--- config.mk ---
export PLATFORM = sky130hd
export DESIGN_NAME = slot_tbl_builder
export DESIGN_NICKNAME = d
export VERILOG_FILES = /design/src/rtl/slot_tbl_pkg.sv /design/src/rtl/slot_tbl_store.sv /design/src/rtl/slot_rr_pick.sv /design/src/rtl/slot_placer.sv /design/src/rtl/slot_tbl_builder.sv
export SDC_FILE = /design/constraint.sdc
export NUM_CORES = 2
export LEC_CHECK = 0
export BUFFER_PORTS_ARGS = -buffer_cell sky130_fd_sc_hd__buf_2
export CORE_MARGIN = 5
export CORE_UTILIZATION = 57
export DETAILED_ROUTE_END_ITERATION = 8
export MAX_ROUTING_LAYER = met4
export PLACE_DENSITY = 0.74
export SLEW_MARGIN = 20
export SYNTH_ARGS = -nofsm -noshare
export SYNTH_HDL_FRONTEND = slang
export SYNTH_SLANG_ARGS = --single-unit
export TNS_END_PERCENT = 30
--- constraint.sdc ---
create_clock -name clk -period 83.1 [get_ports clk]
set_input_delay 16.62 -clock clk [delete_from_list [all_inputs] [get_ports clk]]
set_output_delay 16.62 -clock clk [all_outputs]
set_load 0.05 [all_outputs]
--- src/rtl/slot_tbl_pkg.sv ---
package slot_tbl_pkg;
  typedef enum logic [1:0] {
    PH_IDLE   = 2'd0,
    PH_PLACE  = 2'd1,
    PH_STREAM = 2'd2,
    PH_DONE   = 2'd3
  } phase_t;
endpackage

--- src/rtl/slot_tbl_store.sv ---
module slot_tbl_store #(
  parameter int NSLOT = 64,
  parameter int CIW   = 4,
  localparam int SIW  = $clog2(NSLOT)
) (
  input  logic           clk,
  input  logic           rst_n,
  input  logic           clr,
  input  logic           wr_en,
  input  logic [SIW-1:0] wr_idx,
  input  logic [CIW-1:0] wr_cli,
  input  logic [SIW-1:0] a_idx,
  output logic           a_used,
  input  logic [SIW-1:0] b_idx,
  output logic           b_used,
  output logic [CIW-1:0] b_cli
);
  logic           used_q [NSLOT];
  logic [CIW-1:0] cli_q  [NSLOT];

  for (genvar e = 0; e < NSLOT; e++) begin : g_ent
    always_ff @(posedge clk or negedge rst_n) begin
      if (!rst_n) begin
        used_q[e] <= 1'b0;
        cli_q[e]  <= '0;
      end else if (clr) begin
        used_q[e] <= 1'b0;
      end else if (wr_en && wr_idx == SIW'(e)) begin
        used_q[e] <= 1'b1;
        cli_q[e]  <= wr_cli;
      end
    end
  end

  assign a_used = used_q[a_idx];
  assign b_used = used_q[b_idx];
  assign b_cli  = cli_q[b_idx];
endmodule

--- src/rtl/slot_rr_pick.sv ---
module slot_rr_pick #(
  parameter int NCLI = 16,
  localparam int CIW = $clog2(NCLI),
  localparam int CLW = $clog2(NCLI+1)
) (
  input  logic [NCLI-1:0] act,
  input  logic [CLW-1:0]  num,
  input  logic [CIW-1:0]  ptr,
  output logic [CIW-1:0]  pick,
  output logic [CIW-1:0]  nxt
);
  logic found;

  always_comb begin
    pick  = ptr;
    found = 1'b0;
    for (int k = 0; k < NCLI; k++) begin
      int idx;
      idx = int'(ptr) + k;
      if (idx >= int'(num)) idx = idx - int'(num);
      if (!found && k < int'(num) && idx < NCLI && idx >= 0) begin
        if (act[idx]) begin
          pick  = CIW'(idx);
          found = 1'b1;
        end
      end
    end
    if (int'(pick) + 1 >= int'(num)) nxt = '0;
    else                             nxt = pick + 1'b1;
  end
endmodule

--- src/rtl/slot_placer.sv ---
module slot_placer #(
  parameter int NSLOT = 64,
  parameter int NCLI  = 16,
  localparam int RW   = $clog2(NSLOT) + 1,
  localparam int SIW  = $clog2(NSLOT),
  localparam int PW   = SIW + 1,
  localparam int CIW  = $clog2(NCLI),
  localparam int CLW  = $clog2(NCLI+1)
) (
  input  logic              clk,
  input  logic              rst_n,
  input  logic              go,
  input  logic [NCLI*RW-1:0] req_flat,
  input  logic [NCLI-1:0]   act,
  input  logic [CLW-1:0]    num,
  input  logic [RW-1:0]     free_in,
  output logic [SIW-1:0]    a_idx,
  input  logic              a_used,
  output logic              wr_en,
  output logic [SIW-1:0]    wr_idx,
  output logic [CIW-1:0]    wr_cli,
  output logic              fin
);
  logic          run_q, scan_q;
  logic [CLW-1:0] c_q;
  logic [PW-1:0]  p_q, stride_q, stride_c;
  logic [RW-1:0]  spare_q, req_c;
  logic           act_c;

  always_comb begin
    req_c = '0;
    act_c = 1'b0;
    for (int i = 0; i < NCLI; i++) begin
      if (CLW'(i) == c_q) begin
        req_c = req_flat[i*RW +: RW];
        act_c = act[i];
      end
    end
  end

  always_comb begin
    int q;
    q = NSLOT;
    if (req_c != '0) begin
      q = NSLOT / int'(req_c);
      if (q < 1) q = 1;
    end
    stride_c = PW'(q);
  end

  assign a_idx  = p_q[SIW-1:0];
  assign wr_idx = p_q[SIW-1:0];
  assign wr_cli = c_q[CIW-1:0];
  assign wr_en  = run_q && scan_q && (p_q < PW'(NSLOT)) && !a_used;

  always_ff @(posedge clk or negedge rst_n) begin
    if (!rst_n) begin
      run_q    <= 1'b0;
      scan_q   <= 1'b0;
      c_q      <= '0;
      p_q      <= '0;
      stride_q <= '0;
      spare_q  <= '0;
      fin      <= 1'b0;
    end else begin
      fin <= 1'b0;
      if (go) begin
        run_q   <= 1'b1;
        scan_q  <= 1'b0;
        c_q     <= '0;
        spare_q <= free_in;
      end else if (run_q) begin
        if (!scan_q) begin
          if (c_q >= num) begin
            run_q <= 1'b0;
            fin   <= 1'b1;
          end else if (req_c != '0) begin
            scan_q   <= 1'b1;
            p_q      <= '0;
            stride_q <= stride_c;
          end else if (act_c && spare_q != '0) begin
            spare_q  <= spare_q - 1'b1;
            scan_q   <= 1'b1;
            p_q      <= '0;
            stride_q <= PW'(NSLOT);
          end else begin
            c_q <= c_q + 1'b1;
          end
        end else if (p_q >= PW'(NSLOT)) begin
          scan_q <= 1'b0;
          c_q    <= c_q + 1'b1;
        end else if (a_used) begin
          p_q <= p_q + 1'b1;
        end else begin
          p_q <= p_q + stride_q;
        end
      end
    end
  end
endmodule

--- src/rtl/slot_tbl_builder.sv ---
module slot_tbl_builder
  import slot_tbl_pkg::*;
#(
  parameter int NSLOT = 64,
  parameter int NCLI  = 16,
  localparam int RW   = $clog2(NSLOT) + 1,
  localparam int SIW  = $clog2(NSLOT),
  localparam int CIW  = $clog2(NCLI),
  localparam int CLW  = $clog2(NCLI+1)
) (
  input  logic               clk,
  input  logic               rst_n,
  input  logic               start,
  input  logic [NCLI*RW-1:0] req_cnt,
  input  logic [NCLI-1:0]    active,
  input  logic [CLW-1:0]     num_clients,
  input  logic [RW-1:0]      free_slots,
  output logic               out_valid,
  input  logic               out_ready,
  output logic [SIW-1:0]     out_slot,
  output logic [CIW-1:0]     out_client,
  output logic               done,
  output logic               reject,
  output logic               busy
);
  localparam int SW = RW + CLW;

  phase_t             ph_q;
  logic [NCLI*RW-1:0] req_q;
  logic [NCLI-1:0]    act_q;
  logic [CLW-1:0]     num_q;
  logic [SIW-1:0]     slot_q;
  logic [CIW-1:0]     ptr_q, pick, nxt;
  logic [SW-1:0]      total;
  logic               over, go, fin;
  logic               a_used, b_used, wr_en;
  logic [SIW-1:0]     a_idx, wr_idx;
  logic [CIW-1:0]     wr_cli, b_cli;

  always_comb begin
    total = '0;
    for (int i = 0; i < NCLI; i++)
      if (CLW'(i) < num_clients) total = total + SW'(req_cnt[i*RW +: RW]);
  end
  assign over = total > SW'(NSLOT);
  assign go   = start && (ph_q == PH_IDLE) && !over;

  slot_tbl_store #(.NSLOT(NSLOT), .CIW(CIW)) u_store (
    .clk(clk), .rst_n(rst_n), .clr(go),
    .wr_en(wr_en), .wr_idx(wr_idx), .wr_cli(wr_cli),
    .a_idx(a_idx), .a_used(a_used),
    .b_idx(slot_q), .b_used(b_used), .b_cli(b_cli)
  );

  slot_placer #(.NSLOT(NSLOT), .NCLI(NCLI)) u_place (
    .clk(clk), .rst_n(rst_n), .go(go),
    .req_flat(req_q), .act(act_q), .num(num_q), .free_in(free_slots),
    .a_idx(a_idx), .a_used(a_used),
    .wr_en(wr_en), .wr_idx(wr_idx), .wr_cli(wr_cli), .fin(fin)
  );

  slot_rr_pick #(.NCLI(NCLI)) u_pick (
    .act(act_q), .num(num_q), .ptr(ptr_q), .pick(pick), .nxt(nxt)
  );

  assign out_valid  = (ph_q == PH_STREAM);
  assign out_slot   = slot_q;
  assign out_client = b_used ? b_cli : pick;
  assign done       = (ph_q == PH_DONE);
  assign busy       = (ph_q != PH_IDLE);

  always_ff @(posedge clk or negedge rst_n) begin
    if (!rst_n) begin
      ph_q   <= PH_IDLE;
      req_q  <= '0;
      act_q  <= '0;
      num_q  <= '0;
      slot_q <= '0;
      ptr_q  <= '0;
      reject <= 1'b0;
    end else begin
      reject <= 1'b0;
      case (ph_q)
        PH_IDLE: begin
          if (start && over) reject <= 1'b1;
          if (go) begin
            req_q <= req_cnt;
            act_q <= active;
            num_q <= num_clients;
            ph_q  <= PH_PLACE;
          end
        end
        PH_PLACE: begin
          if (fin) begin
            ph_q   <= PH_STREAM;
            slot_q <= '0;
            ptr_q  <= '0;
          end
        end
        PH_STREAM: begin
          if (out_ready) begin
            if (!b_used) ptr_q <= nxt;
            if (slot_q == SIW'(NSLOT-1)) ph_q <= PH_DONE;
            else                         slot_q <= slot_q + 1'b1;
          end
        end
        default: ph_q <= PH_IDLE;
      endcase
    end
  end
endmodule

==> impl_metrics.env <==
export IMPL_status="complete, no violations"
export IMPL_nFillCells=8989
export IMPL_finalMaxSlewViolations=0
export IMPL_cts_root_buf="clkbuf_16"
export IMPL_fmax_mhz=13.1
export IMPL_cts_clk_slew_worst_paths_ns=0.06
export IMPL_grt_pass1_wl_mm=300
export IMPL_relSlewSlack_pct=19.2
export IMPL_layout_commonest_cell="nand2_1"
export IMPL_synth_cell_types=142
export IMPL_period_needed_ns=76.49
export IMPL_critPathLaunchType="flip-flop"
export IMPL_ys_seq_elements=495
export IMPL_drt_iter0_drc=5539
export IMPL_syn_area_per_cell_um2=8.12
export IMPL_critPathMaxStageDelay_ns=0.68
export IMPL_postRouteAntennaNets=0
export IMPL_criticalPathCategory="flip-flop to flip-flop"
export IMPL_worst_pin_slew_ns=1.21
export IMPL_nets=7818
export IMPL_timing_critical_path_mode_cell="o21ai_0"
export IMPL_overflow=0
export IMPL_grt_util_met2_pct=54.8
export IMPL_critPathTopFamily="compound AO/OA/AOI/OAI gates"
export IMPL_routedWlPerCell_um=21.8
export IMPL_initial_core_util_pct=57.6
export IMPL_cp_max_fo=59
export IMPL_regArea_mm2=0.0124
export IMPL_core_area_mm2=0.102
export IMPL_arrival_ns=76.96
export IMPL_htreeDepth=2
export IMPL_synthFlopType="dfrtp_1"
export IMPL_hp_class="flip-flop to flip-flop"
export IMPL_hpwl_mm=142
export IMPL_vias=57800
export IMPL_vias_per_cell=6.66
export IMPL_layout_drive_gt1_share_pct=14.2
export IMPL_portBuffers=157
export IMPL_cts_buffers_inserted=46
export IMPL_die_h_um=331
export IMPL_fin_skew_ns=0.0403
export IMPL_gr_usage_met3_pct=4.00
export IMPL_seq_area_frac_synth_pct=21.1
export IMPL_grt_busiest_layer="met2"
export IMPL_placed_cell_area_mm2=0.0609
export IMPL_antenna_found_initial=4
export IMPL_drv_cap=0
export IMPL_cts_tree="yes"
export IMPL_endpoint_kind="flip-flop"
export IMPL_synthArstFlopShare_pct=100
export IMPL_drc=0
export IMPL_dr_pass1_iters=6
export IMPL_worstSkewPairLatency_ns=0.61
export IMPL_synth_nets=7771
export IMPL_worstPathBufferInverterCount=20
export IMPL_grt_usage_pct=34.4
export IMPL_hold_viol_final=0
export IMPL_cts_sinks=495
export IMPL_wirelength_mm=190
export IMPL_hold_buffers=0
export IMPL_use_met1_pct=45.7
export IMPL_pin_count=158
export IMPL_synth_area_mm2=0.0587
export IMPL_postSynthCellCount=7231
export IMPL_cp_slowest_cell="or4_1"
export IMPL_required_ns=83.57
export IMPL_cts_path_max_buffers=3
export IMPL_setup_viol=0
export IMPL_die_w_um=331
export IMPL_final_area_mm2=0.0631
export IMPL_final_cell_mix="1,068 x nand2_1, 504 x nor2_1, 489 x dfrtp_1"
export IMPL_gp_routability_congestion=1.00
export IMPL_multi_input_area_mm2=0.0446
export IMPL_grt_pass1_vias=54900
export IMPL_ys_warn_count=0
export IMPL_fp_row_count=117
export IMPL_min_period_over_period_pct=92.0
export IMPL_grt_max_degree=121
export IMPL_dieArea_mm2=0.110
export IMPL_syn_to_final_growth_pct=7.37
export IMPL_synth_edf_count=0
## routing by layer
layer	vias to the layer above	wire (um)
met1	27800	80600
met2	2573	87100
met4	0	7680
met5	-	0
met3	512	14300
li1	26900	-
## flip-flops by register name, indices dropped and copies added (netlist names)
register / cells
act_q: 16
num_q: 5
out_slot: 6
ph_q: 2
ptr_q: 4
reject: 1
req_q: 112
u_place.c_q: 5
u_place.fin: 1
u_place.p_q: 7
u_place.run_q: 1
u_place.scan_q: 1
u_place.spare_q: 7
u_place.stride_q: 7
u_store.cli_q: 256
u_store.used_q: 64
## area by class of cell
| cell class | count | area share (%) |
|---|---|---|
| multi-input combinational | 6177 | 70.7 |
| sequential | 495 | 19.7 |
| timing repair buffer | 304 | 3.11 |
| tap | 1368 | 2.71 |
| clock buffer | 62 | 2.06 |
| inverter | 254 | 1.52 |
| clock inverter | 19 | 0.244 |
| antenna | 3 | 0.0119 |
## worst paths after layout
check / startpoint / endpoint / slack, ns / cells after the start
min reg2reg: u_place.stride_q[1]$_DFFE_PN0P_ / u_place.stride_q[1]$_DFFE_PN0P_ / 0.47 / 2
max reg2reg: u_place.c_q[1]$_DFFE_PN0P_ / u_place.stride_q[4]$_DFFE_PN0P_ / 6.61 / 394
max: u_place.c_q[1]$_DFFE_PN0P_ / u_place.stride_q[4]$_DFFE_PN0P_ / 6.61 / 394
max in group asynchronous: rst_n / u_store.cli_q[50]$_DFFE_PN0P_ / 63.83 / 4
min in group asynchronous: rst_n / req_q[41]$_DFFE_PN0P_ / 16.17 / 1
min: u_place.stride_q[1]$_DFFE_PN0P_ / u_place.stride_q[1]$_DFFE_PN0P_ / 0.47 / 2
## cell usage after synthesis (153+ instances only)
library cell	count	area (um^2)
a21oi_1	490	2450
nor2_1	511	1920
nand3_1	164	821
nand2_1	1070	4020
inv_1	250	938
nor3_1	153	766
clkbuf_1	221	830
dfrtp_1	495	12400
mux4_2	166	3740
xor2_1	169	1480
mux2_2	266	3000
xnor2_1	232	2030
o21ai_0	487	2440
ha_1	361	4520
## through the flow
stage | cells | hold WS (ns) | setup WS, ns | util (%) | TNS [ns]
after global placement | 8562 | 0.455 | 3.41 | 59.7 | 0
after detailed placement | 8562 | 0.463 | 0.488 | 59.7 | 0
after CTS | 8643 | 0.478 | 0.193 | 61.1 | 0
final | 8682 | 0.474 | 6.61 | 61.8 | 0
after global routing | 8682 | 0.499 | -0.342 | 61.8 | -0.949
after floorplan | 7231 | 0.437 | 8.43 | - | 0
## worst register-to-register path: cells and delay by family, from the launching register on
family | cells | cell delay (ns)
multiplexers | 8 | 2.40
buffers and inverters | 20 | 3.32
XOR/XNOR | 1 | 0.30
AND/OR/NAND/NOR | 153 | 26.12
flip-flops | 1 | 0.48
AO/OA/AOI/OAI | 180 | 33.75
adder cells (fa/ha/maj) | 32 | 9.96
## cells by family (layout without fill, tap and decap cells)
group	count (synthesis)	in the layout	synth area share, %
muxes	565	565	13.8
adders and majority gates	399	399	8.94
AOI/OAI and AO/OA	2039	2039	23.1
other	1	4	0.00639
DFF	495	495	21.1
xor gates and xnor gates	409	409	6.23
and+or+nand+nor	2763	2764	23.1
buffers and inverters	560	639	3.78
## repair_timing
action                                  4_1_cts  5_1_grt
endpoints found under the setup margin        0        5
buffers inserted                              0       34
resized for setup                             0       85
Power is not shown: default switching activity piles up to over one toggle a cycle in this logic, so the estimate is an artifact.
